## config.mk

```make
export PLATFORM = sky130hd
export DESIGN_NAME = pwsp_top
export DESIGN_NICKNAME = d
export VERILOG_FILES = /design/src/rtl/pwsp_pkg.sv /design/src/rtl/pwsp_sync.sv /design/src/rtl/pwsp_entry.sv /design/src/rtl/pwsp_bitdec.sv /design/src/rtl/pwsp_frame.sv /design/src/rtl/pwsp_top.sv
export SDC_FILE = /design/constraint.sdc
export NUM_CORES = 1
export LEC_CHECK = 0
export BUFFER_PORTS_ARGS = -buffer_cell sky130_fd_sc_hd__buf_2
export CORE_MARGIN = 2
export CORE_UTILIZATION = 57
export CTS_BUF_LIST = sky130_fd_sc_hd__clkbuf_4
export DETAILED_ROUTE_END_ITERATION = 16
export PLACE_DENSITY = 0.88
export SYNTH_ARGS = -nofsm -noshare
export SYNTH_HDL_FRONTEND = slang
export SYNTH_SLANG_ARGS = --single-unit
```

## constraint.sdc

```tcl
create_clock -name clk -period 1.99 [get_ports clk]
set_input_delay 0.398 -clock clk [delete_from_list [all_inputs] [get_ports clk]]
set_output_delay 0.398 -clock clk [all_outputs]
set_load 0.01 [all_outputs]
```

## src/rtl/pwsp_pkg.sv

```systemverilog
package pwsp_pkg;

   typedef enum logic [1:0] {
      MODE_WATCH   = 2'd0,
      MODE_NORMAL  = 2'd1,
      MODE_SESSION = 2'd2
   } mode_e;

   function automatic int unsigned max_u(input int unsigned a, input int unsigned b);
      return (a > b) ? a : b;
   endfunction

endpackage

```

## src/rtl/pwsp_sync.sv

```systemverilog
module pwsp_sync #(
   parameter int   STAGES    = 2,
   parameter logic RESET_VAL = 1'b1
) (
   input  logic clk,
   input  logic rst_n,
   input  logic d,
   output logic q
);

   generate
      if (STAGES == 0) begin : g_bypass
         assign q = d;
      end else begin : g_chain
         logic [STAGES-1:0] chain;
         always_ff @(posedge clk or negedge rst_n) begin
            if (!rst_n) chain <= {STAGES{RESET_VAL}};
            else        chain <= {chain[STAGES-2+1-1:0], d} >> 0;
         end
         assign q = chain[STAGES-1];
      end
   endgenerate

endmodule

```

## src/rtl/pwsp_entry.sv

```systemverilog
module pwsp_entry #(
   parameter int LOW_TICKS = 1760,
   parameter int WIN_TICKS = 3520,
   parameter int EW        = 13
) (
   input  logic clk,
   input  logic rst_n,
   input  logic watch,
   input  logic pin_low,
   output logic hit,
   output logic expire
);

   localparam logic [EW-1:0] LOW_M1 = EW'(LOW_TICKS - 1);
   localparam logic [EW-1:0] WIN_M1 = EW'(WIN_TICKS - 1);

   logic [EW-1:0] win_cnt;
   logic [EW-1:0] low_cnt;

   always_ff @(posedge clk or negedge rst_n) begin
      if (!rst_n) begin
         win_cnt <= '0;
         low_cnt <= '0;
      end else if (!watch) begin
         win_cnt <= '0;
         low_cnt <= '0;
      end else begin
         if (win_cnt != '1) win_cnt <= win_cnt + 1'b1;
         if (!pin_low)             low_cnt <= '0;
         else if (low_cnt != '1)   low_cnt <= low_cnt + 1'b1;
      end
   end

   // a low already in progress keeps the window open until it resolves
   assign hit    = watch & pin_low & (low_cnt == LOW_M1);
   assign expire = watch & ~pin_low & (win_cnt >= WIN_M1);

endmodule

```

## src/rtl/pwsp_bitdec.sv

```systemverilog
module pwsp_bitdec #(
   parameter int EOW_TICKS = 440,
   parameter int EOC_TICKS = 880,
   parameter int CW        = 11
) (
   input  logic clk,
   input  logic rst_n,
   input  logic en,
   input  logic sup,
   output logic bit_start,
   output logic bit_vld,
   output logic bit_val,
   output logic eow,
   output logic eoc
);

   localparam logic [CW-1:0] EOW_M1 = CW'(EOW_TICKS - 1);
   localparam logic [CW-1:0] EOC_M1 = CW'(EOC_TICKS - 1);

   logic          sup_q;
   logic          have_hi;
   logic          armed;
   logic [CW-1:0] hi_cnt;
   logic [CW-1:0] lo_cnt;
   logic          rise;

   assign rise      = en & sup & ~sup_q;
   assign bit_start = rise;
   assign eow       = en & ~sup & have_hi & (lo_cnt == EOW_M1);
   assign eoc       = en & sup & ~rise & armed & (hi_cnt == EOC_M1);
   assign bit_vld   = (rise & have_hi) | eow;
   // high longer than low is the same as high longer than half the period
   assign bit_val   = rise & (hi_cnt > lo_cnt);

   always_ff @(posedge clk or negedge rst_n) begin
      if (!rst_n) begin
         sup_q   <= 1'b1;
         have_hi <= 1'b0;
         armed   <= 1'b0;
         hi_cnt  <= '0;
         lo_cnt  <= '0;
      end else begin
         sup_q <= sup;
         if (!en) begin
            have_hi <= 1'b0;
            armed   <= 1'b0;
            hi_cnt  <= '0;
            lo_cnt  <= '0;
         end else if (rise) begin
            hi_cnt  <= CW'(1);
            lo_cnt  <= '0;
            have_hi <= 1'b1;
         end else if (sup) begin
            if (hi_cnt != '1) hi_cnt <= hi_cnt + 1'b1;
         end else begin
            armed <= 1'b1;
            if (have_hi) begin
               if (eow)                 have_hi <= 1'b0;
               else if (lo_cnt != '1)   lo_cnt  <= lo_cnt + 1'b1;
            end
         end
      end
   end

endmodule

```

## src/rtl/pwsp_frame.sv

```systemverilog
module pwsp_frame #(
   parameter int DATA_W = 13
) (
   input  logic              clk,
   input  logic              rst_n,
   input  logic              en,
   input  logic              bit_start,
   input  logic              bit_vld,
   input  logic              bit_val,
   input  logic              eow,
   input  logic [DATA_W-1:0] tx_word,
   output logic [DATA_W-1:0] rx_word,
   output logic              rx_stb,
   output logic              q_dat
);

   localparam int FRAME_W = DATA_W + 1;
   localparam int IW      = $clog2(FRAME_W + 1);
   localparam logic [IW-1:0] FULL = IW'(FRAME_W);
   localparam logic [IW-1:0] NDAT = IW'(DATA_W);

   logic [FRAME_W-1:0] sh, sh_nxt;
   logic [IW-1:0]      nbits, n_nxt;
   logic [IW-1:0]      idx;
   logic               word_open;
   logic [DATA_W-1:0]  tx_buf, tx_sh;

   always_comb begin
      sh_nxt = sh;
      n_nxt  = nbits;
      if (bit_vld) begin
         sh_nxt = {bit_val, sh[FRAME_W-1:1]};
         if (nbits != FULL) n_nxt = nbits + 1'b1;
      end
   end

   assign tx_sh = tx_buf >> idx;

   always_ff @(posedge clk or negedge rst_n) begin
      if (!rst_n) begin
         sh        <= '0;
         nbits     <= '0;
         idx       <= '0;
         word_open <= 1'b0;
         tx_buf    <= '0;
         q_dat     <= 1'b1;
         rx_word   <= '0;
         rx_stb    <= 1'b0;
      end else if (!en) begin
         sh        <= '0;
         nbits     <= '0;
         idx       <= '0;
         word_open <= 1'b0;
         q_dat     <= 1'b1;
         rx_stb    <= 1'b0;
      end else begin
         sh     <= sh_nxt;
         nbits  <= n_nxt;
         rx_stb <= 1'b0;
         if (eow) begin
            word_open <= 1'b0;
            q_dat     <= 1'b1;
            nbits     <= '0;
            if (n_nxt == FULL) begin
               rx_stb  <= 1'b1;
               rx_word <= sh_nxt[DATA_W-1:0];
            end
         end else if (bit_start) begin
            if (!word_open) begin
               word_open <= 1'b1;
               tx_buf    <= tx_word;
               idx       <= IW'(1);
               q_dat     <= tx_word[0];
            end else begin
               q_dat <= (idx < NDAT) ? tx_sh[0] : 1'b1;
               if (idx != FULL) idx <= idx + 1'b1;
            end
         end
      end
   end

endmodule

```

## src/rtl/pwsp_top.sv

```systemverilog
module pwsp_top #(
   parameter int DATA_W          = 13,
   parameter int EOW_TICKS       = 440,
   parameter int EOC_TICKS       = 880,
   parameter int ENTRY_LOW_TICKS = 1760,
   parameter int ENTRY_WIN_TICKS = 3520,
   parameter int SYNC_STAGES     = 2
) (
   input  logic              clk,
   input  logic              rst_n,
   input  logic              sup_lvl,
   input  logic              pin_sense,
   input  logic              programmed,
   input  logic              sensor_q,
   input  logic [DATA_W-1:0] tx_word,
   output logic              q_out,
   output logic              test_mode,
   output logic [DATA_W-1:0] rx_word,
   output logic              rx_stb
);
   import pwsp_pkg::*;

   localparam int CW = $clog2(max_u(EOW_TICKS, EOC_TICKS) + 1) + 1;
   localparam int EW = $clog2(max_u(ENTRY_LOW_TICKS, ENTRY_WIN_TICKS) + 1) + 1;

   generate
      if (DATA_W < 1 || DATA_W > 30) begin : g_bad_w
         $error("DATA_W out of range");
      end
      if (EOW_TICKS < 2 || EOC_TICKS < 2) begin : g_bad_t
         $error("end thresholds must be at least 2 cycles");
      end
      if (ENTRY_LOW_TICKS < 1 || ENTRY_WIN_TICKS < 1) begin : g_bad_e
         $error("entry thresholds must be positive");
      end
      if (SYNC_STAGES > 4) begin : g_bad_s
         $error("SYNC_STAGES above 4");
      end
   endgenerate

   mode_e mode_q;
   logic  sup_s, pin_s;
   logic  hit, expire;
   logic  bit_start, bit_vld, bit_val, eow, eoc;
   logic  q_dat;
   logic  in_session;

   pwsp_sync #(.STAGES(SYNC_STAGES), .RESET_VAL(1'b1)) u_sync_sup (
      .clk(clk), .rst_n(rst_n), .d(sup_lvl), .q(sup_s));

   pwsp_sync #(.STAGES(SYNC_STAGES), .RESET_VAL(1'b1)) u_sync_pin (
      .clk(clk), .rst_n(rst_n), .d(pin_sense), .q(pin_s));

   pwsp_entry #(.LOW_TICKS(ENTRY_LOW_TICKS), .WIN_TICKS(ENTRY_WIN_TICKS), .EW(EW)) u_entry (
      .clk(clk), .rst_n(rst_n),
      .watch((mode_q == MODE_WATCH) & ~programmed),
      .pin_low(~pin_s), .hit(hit), .expire(expire));

   assign in_session = (mode_q == MODE_SESSION);

   pwsp_bitdec #(.EOW_TICKS(EOW_TICKS), .EOC_TICKS(EOC_TICKS), .CW(CW)) u_bitdec (
      .clk(clk), .rst_n(rst_n), .en(in_session), .sup(sup_s),
      .bit_start(bit_start), .bit_vld(bit_vld), .bit_val(bit_val),
      .eow(eow), .eoc(eoc));

   pwsp_frame #(.DATA_W(DATA_W)) u_frame (
      .clk(clk), .rst_n(rst_n), .en(in_session),
      .bit_start(bit_start), .bit_vld(bit_vld), .bit_val(bit_val), .eow(eow),
      .tx_word(tx_word), .rx_word(rx_word), .rx_stb(rx_stb), .q_dat(q_dat));

   always_ff @(posedge clk or negedge rst_n) begin
      if (!rst_n) mode_q <= MODE_WATCH;
      else begin
         unique case (mode_q)
            MODE_WATCH: begin
               if (programmed)  mode_q <= MODE_NORMAL;
               else if (hit)    mode_q <= MODE_SESSION;
               else if (expire) mode_q <= MODE_NORMAL;
            end
            MODE_SESSION: if (eoc) mode_q <= MODE_NORMAL;
            default:      mode_q <= MODE_NORMAL;
         endcase
      end
   end

   always_comb begin
      unique case (mode_q)
         MODE_WATCH:   q_out = 1'b1;
         MODE_SESSION: q_out = q_dat;
         default:      q_out = sensor_q;
      endcase
   end

   assign test_mode = in_session;

endmodule

```

# Yosys cells after proc, flatten, opt, wreduce, memory -nomap -nowiden
# Index checks and enable logic that the tools add are counted.
[totals] wordCells=139 output_inout_bits=16 inputBits=19 regBits=108
[op_classes] n_lt_le_gt_ge=3 bitwise=23 n_addsub=6 n_reduce_logical=8 mux=51 n_shift=1 n_eq_ne=28
[ops] cell="2-to-1 mux 11 bit" count=10
[ops] cell="2-to-1 mux 13 bit" count=5
[ops] cell="2-to-1 mux 4 bit" count=9
[ops] cell="2-to-1 mux 14 bit" count=2
[ops] cell="!= test 3 bit (second input constant)" count=9
[ops] cell="adder 13 x 1 -> 13 bit (second input constant)" count=2
[ops] cell="!= test 13 bit (second input constant)" count=2
[ops] cell="adder 11 x 1 -> 11 bit (second input constant)" count=2
[ops] cell="!= test 11 bit (second input constant)" count=2
[ops] cell="2-to-1 mux 1 bit" count=19
[ops] cell="AND 1 bit" count=15
[ops] cell="!= test 2 bit (second input constant)" count=7
[ops] cell="== test 13 x 11 -> 1 bit (second input constant)" count=1
[ops] cell=">= comparator 13 x 12 -> 1 bit (second input constant)" count=1
[ops] cell="right shift 13 x 4 -> 1 bit" count=1
[ops] cell="!= test 4 bit (second input constant)" count=3
[ops] cell="== test 11 x 10 -> 1 bit (second input constant)" count=1
[ops] cell="== test 11 x 9 -> 1 bit (second input constant)" count=1
[ops] cell="greater-than comparator 11 bit" count=1
[ops] cell="adder 4 x 1 -> 4 bit (second input constant)" count=2
[ops] cell="2-to-1 mux 2 bit" count=4
[ops] cell="AND reduction 4 bit" count=2
[ops] cell="NOT 1 bit" count=7
[ops] cell="AND reduction 2 bit" count=3
[ops] cell="other kinds (8)" count=9

# Depth between registers and ports, before layout
[depth] depth_word=10 mapped_depth=9

# Hierarchy
# A second synthesis with hierarchy kept.
[hier_totals] cells_unflattened=559 hier_area_um2=5754.3
[by_module_without_submodules] mod="pwsp_frame" area_each_um2=2337.2 instances=1 cells_per_inst=193 seq_area_each_um2=1277.5
[by_module_without_submodules] mod="pwsp_bitdec" area_each_um2=1732.9 instances=1 cells_per_inst=197 seq_area_each_um2=626.9
[by_module_without_submodules] mod="pwsp_entry" area_each_um2=1458.9 instances=1 cells_per_inst=150 seq_area_each_um2=650.6
[by_module_without_submodules] mod="pwsp_top" area_each_um2=120.1 instances=1 cells_per_inst=15 seq_area_each_um2=50.0
[by_module_without_submodules] mod="pwsp_sync" area_each_um2=52.6 instances=2 cells_per_inst=2 seq_area_each_um2=52.6

# Worst setup path before layout
# OpenSTA, ideal clock, no wires.
[synth_timing] kind="register to register" start="reg u_bitdec.lo_cnt[3]" end="reg u_frame.rx_word[10]" path_stages_with_launch=6 t_arrival_ns=1.952 t_required_ns=1.865 setup_time_ns=0.125 setup_slack_ns=-0.088 path_cell_list="dfrtp_1 -> or4_4 -> nor4_2 -> nand4b_2 -> buf_6 -> mux2_4"
[synth_via] elab_chain_len=6
[synth_rtl] item="start, declared" line_no="pwsp_bitdec.sv:24" text="logic [CW-1:0] lo_cnt;"
[synth_rtl] item="start signal, assigned" line_no="pwsp_bitdec.sv:59" text="else if (lo_cnt != '1) lo_cnt <= lo_cnt + 1'b1;"
[synth_rtl] item="== test 11 x 9 -> 1 bit (*)" line_no="pwsp_bitdec.sv:29" text="assign eow = en & ~sup & have_hi & (lo_cnt == EOW_M1);"
[synth_rtl] item="AND 1 bit (*)" line_no="pwsp_bitdec.sv:29"
[synth_rtl] item="OR 1 bit" line_no="pwsp_bitdec.sv:31" text="assign bit_vld = (rise & have_hi) | eow;"
[synth_rtl] item="2-to-1 mux 4 bit" line_no="pwsp_frame.sv:31" text="if (bit_vld) begin"
[synth_rtl] item="== test 4 bit" line_no="pwsp_frame.sv:64" text="if (n_nxt == FULL) begin"
[synth_rtl] item="AND reduction 3 bit (no line)"
[synth_rtl] item="end signal, assigned" line_no="pwsp_frame.sv:66" text="rx_word <= sh_nxt[DATA_W-1:0];"
[synth_rtl] item="end, declared" line_no="pwsp_frame.sv:12" text="output logic [DATA_W-1:0] rx_word,"
# Every way passes the cells marked *; elsewhere a longest branch is shown, timed or not. The select of a mux whose other input is x is not followed.
# A chain may end at the register's enable or synchronous reset.

# Worst setup path in the final report
[layout_timing] start="reg u_bitdec.lo_cnt[10]" end="reg u_bitdec.lo_cnt[7]"
[layout_via] elab_chain_len=4
[layout_rtl] item="== test 11 x 9 -> 1 bit" line_no="pwsp_bitdec.sv:29"
[layout_rtl] item="AND 1 bit" line_no="pwsp_bitdec.sv:29"
[layout_rtl] item="!= test 3 bit (no line)"
[layout_rtl] item="AND reduction 4 bit (no line) (*)"
# Every way passes the cells marked *; elsewhere a longest branch is shown, timed or not.

==> results.yml <==
final_layout:
  syn2layout_area_growth_pct: 17.0
  final-seq-area_sq_mm: 0.00269
  fill_cells: 633
  drive_above_1_share_pct: 26.2
  fin_util_pct: 68.9
  layout.nets: 644
  num_antenna_cells: 0
  multi_input_area_sq_mm: 0.00270
  final_cells: 739
yosys:
  synthCells: 530
  synth_top_cell_area_share_pct: 46.3
  ys_warn_count: 0
  syn_nets: 569
  syn_avg_cell_area_sq_um: 10.3
  yosys-top-cells-area: "dfrtp_1, nor2_1, ha_1, xnor2_1, mux2_2"
  synthArstFlopShare_pct: 100
  syn_area_sq_mm: 0.00546
  yosysSeqAreaShare_pct: 49.2
  yosys.area.top_type: "dfrtp_1"
  synth_edf_count: 0
  synth_top_flop_cell: "dfrtp_1"
  ys_seq_elements: 107
  synth_common_cells: "dfrtp_1, nor2_1, nand2_1"
  ys_types: 58
  yosys.cell_count.top_type: "dfrtp_1"
place:
  gp_routability_congestion: 0.984
  port_buffers: 34
  dp_hpwl_mm: 8.61
  post-place-ws_ns: -0.0769
  place_inst: 706
clock_tree:
  clk_pin_slew_worst_paths_ns: 0.16
  cts_buffer_depth: 2
  cts-root-buf: "clkbuf_4"
  cts_buffers: 9
  clock_sinks: 107
  cts_tree: "yes"
  clk_latency_ns: 0.49
  htreeDepth: 3
floorplanning:
  fp-row-count: 35
  die_h_microns: 102
  fp.dieArea_sq_mm: 0.0104
  start_util_pct: 58.8
  io_pins: 35
  die_w_microns: 102
  coreArea_sq_mm: 0.00928
global_routing:
  grtUsageMet3_pct: 5.47
  grt_util_met2_pct: 43.4
  grt-busiest-layer: "met2"
  gr-usage-met1_pct: 29.3
  grt_util_all_layers_pct: 24.6
  grt_overflow_total: 0
  grt_pass1_wl_mm: 20.0
  antenna_found_initial: 0
  grt_max_degree: 44
  first_global_vias: 4429
critical_path:
  slowest_delay_ns: 0.59
  crit_type: "flip-flop to flip-flop"
  end_kind: "flip-flop"
  arrival_ns: 2.44
  critPathMaxFanout: 8
  crit_chain: "or4_4 -> a2111o_1 -> nand3_1 -> xnor2_1 -> nor2_1"
  worst_ep_required_time_ns: 2.38
  slowest_stage: "or4_4"
  startpoint_type: "flip-flop"
sta:
  final_max_slew_viol_count: 0
  slew_headroom_pct: 64.3
  worst_pin_slew_ns: 0.522
  whs_ns: 0.124
  min_period_ns: 2.05
  rsz0062_at_grt: "true"
  timing.final.ws_setup_ns: -0.0637
  setup_viol: 17
  skew_ns: 0.0194
  final_hold_viol_count: 0
  post-route-period-util_pct: 103
  fmaxAchievable_mhz: 487
flow_run:
  cap_violations: 0
route:
  vias_per_cell: 5.98
  drtIter0Drc: 359
  first_pass_iters: 6
  wl_per_cell_microns: 17.7
  wl_mm: 13.1
  dr_total_vias: 4421
  drc: 0
  ant_nets: 0
power_and_ir_drop:
  power_mw: 5.06
  powerDensity_mw_per_mm2: 792
  peakVddDrop_mv: 0.693
  p_leak_nw: 3.01
worst_hold_path:
  hold_class: "primary input to flip-flop"
status:
  status: "finished, violations left"
  violations: "negative setup slack"
## logic make-up (layout without fill, tap and decap cells)
| logic type | Yosys count | count (layout) | synth area share [%] |
|---|---|---|---|
| AOI/OAI and AO/OA | 82 | 82 | 9.80 |
| xor gates and xnor gates | 31 | 31 | 4.97 |
| muxes | 44 | 44 | 10.0 |
| and+or+nand+nor | 206 | 206 | 18.3 |
| buffers and inverters | 40 | 120 | 3.14 |
| DFF | 107 | 107 | 49.2 |
| adders and majority gates | 20 | 20 | 4.58 |
## placed cells by master (no fill, tap or decap), types with 7 or more instances in the layout
| cell type | Yosys | final |
|---|---|---|
| dfrtp_1 | 101 | 99 |
| nor2_1 | 76 | 72 |
| nand2_1 | 41 | 40 |
| buf_4 | 1 | 35 |
| buf_2 | 2 | 33 |
| nand3_1 | 29 | 28 |
| a21oi_1 | 29 | 27 |
| xnor2_1 | 26 | 26 |
| inv_1 | 22 | 22 |
| ha_1 | 20 | 19 |
| mux2_2 | 16 | 16 |
| nor3_1 | 14 | 14 |
| o21ai_0 | 16 | 14 |
| mux2i_1 | 15 | 14 |
| clkbuf_4 | 0 | 11 |
| mux2_4 | 10 | 10 |
| and3_1 | 9 | 9 |
| a211oi_1 | 8 | 8 |
| nand4_1 | 7 | 7 |
## report_power, final
group          switching [mW]  total (mW)  internal, mW
clock network           0.733        1.02         0.291
registers               0.319        2.76          2.45
logic                   0.665        1.27         0.610
## worst max-delay path, delay by kind of cell (launching register included)
kind	cells	cell delay (ns)
compound gates	1	0.52
xor+xnor	1	0.18
flops	1	0.41
simple gates	3	0.83
## per-stage QoR
step | area [sq um] | TNS [ns]
floorplan | 5480 | 0
global placement | 5990 | -0.164
detailed placement | 5990 | -1.51
CTS | 6220 | -0.0834
global route | 6390 | -1.76
finish | 6390 | -0.486
## state kept, by name, summed over array words and instances, names as in the netlist, 4 cells and up
register / count
u_frame.sh: 13
u_frame.nbits: 4
u_bitdec.hi_cnt: 11
u_entry.low_cnt: 13
u_frame.idx: 4
u_frame.tx_buf: 13
u_bitdec.lo_cnt: 11
u_entry.win_cnt: 13
u_frame.rx_word: 13
## cell type report
class | count | share of cell area, %
inverter | 23 | 1.35
multi-input combinational | 383 | 42.3
timing repair buffer | 81 | 9.90
tap | 129 | 2.52
clock inverter | 5 | 0.607
sequential | 107 | 42.0
clock buffer | 11 | 1.29
## routing by layer
metal	vias up	part of all wire (%)
li1	2031	-
met4	0	3.3
met2	196	52
met5	-	0
met3	56	6.1
met1	2138	39
## repair_timing
| item | 4_1_cts | 5_1_grt |
|---|---|---|
| hold endpoints to repair | 31 | 0 |
| setup endpoints to repair | 33 | 41 |
| gates resized for setup | 12 | 14 |
| buffers inserted | 2 | 10 |
| hold buffers | 3 | 0 |
| pin swaps | 7 | 6 |
| cloned | 0 | 2 |
## worst paths after layout
kind                                             startpoint                     endpoint  slack [ns]  depth (start not counted)
worst max-delay path                    u_bitdec.lo_cnt[10]           u_bitdec.lo_cnt[7]       -0.06                          5
worst min-delay path                             tx_word[6]            u_frame.tx_buf[6]        0.12                          2
worst max register to register          u_bitdec.lo_cnt[10]           u_bitdec.lo_cnt[7]       -0.06                          5
worst min register to register  u_sync_pin.g_chain.chain[0]  u_sync_pin.g_chain.chain[1]        0.37                          0
max in group asynchronous                             rst_n  u_sync_sup.g_chain.chain[1]        0.97                          3
min in group asynchronous                             rst_n            u_frame.tx_buf[3]        0.37                          2
Note: power is estimated with default switching activity, not from simulation.
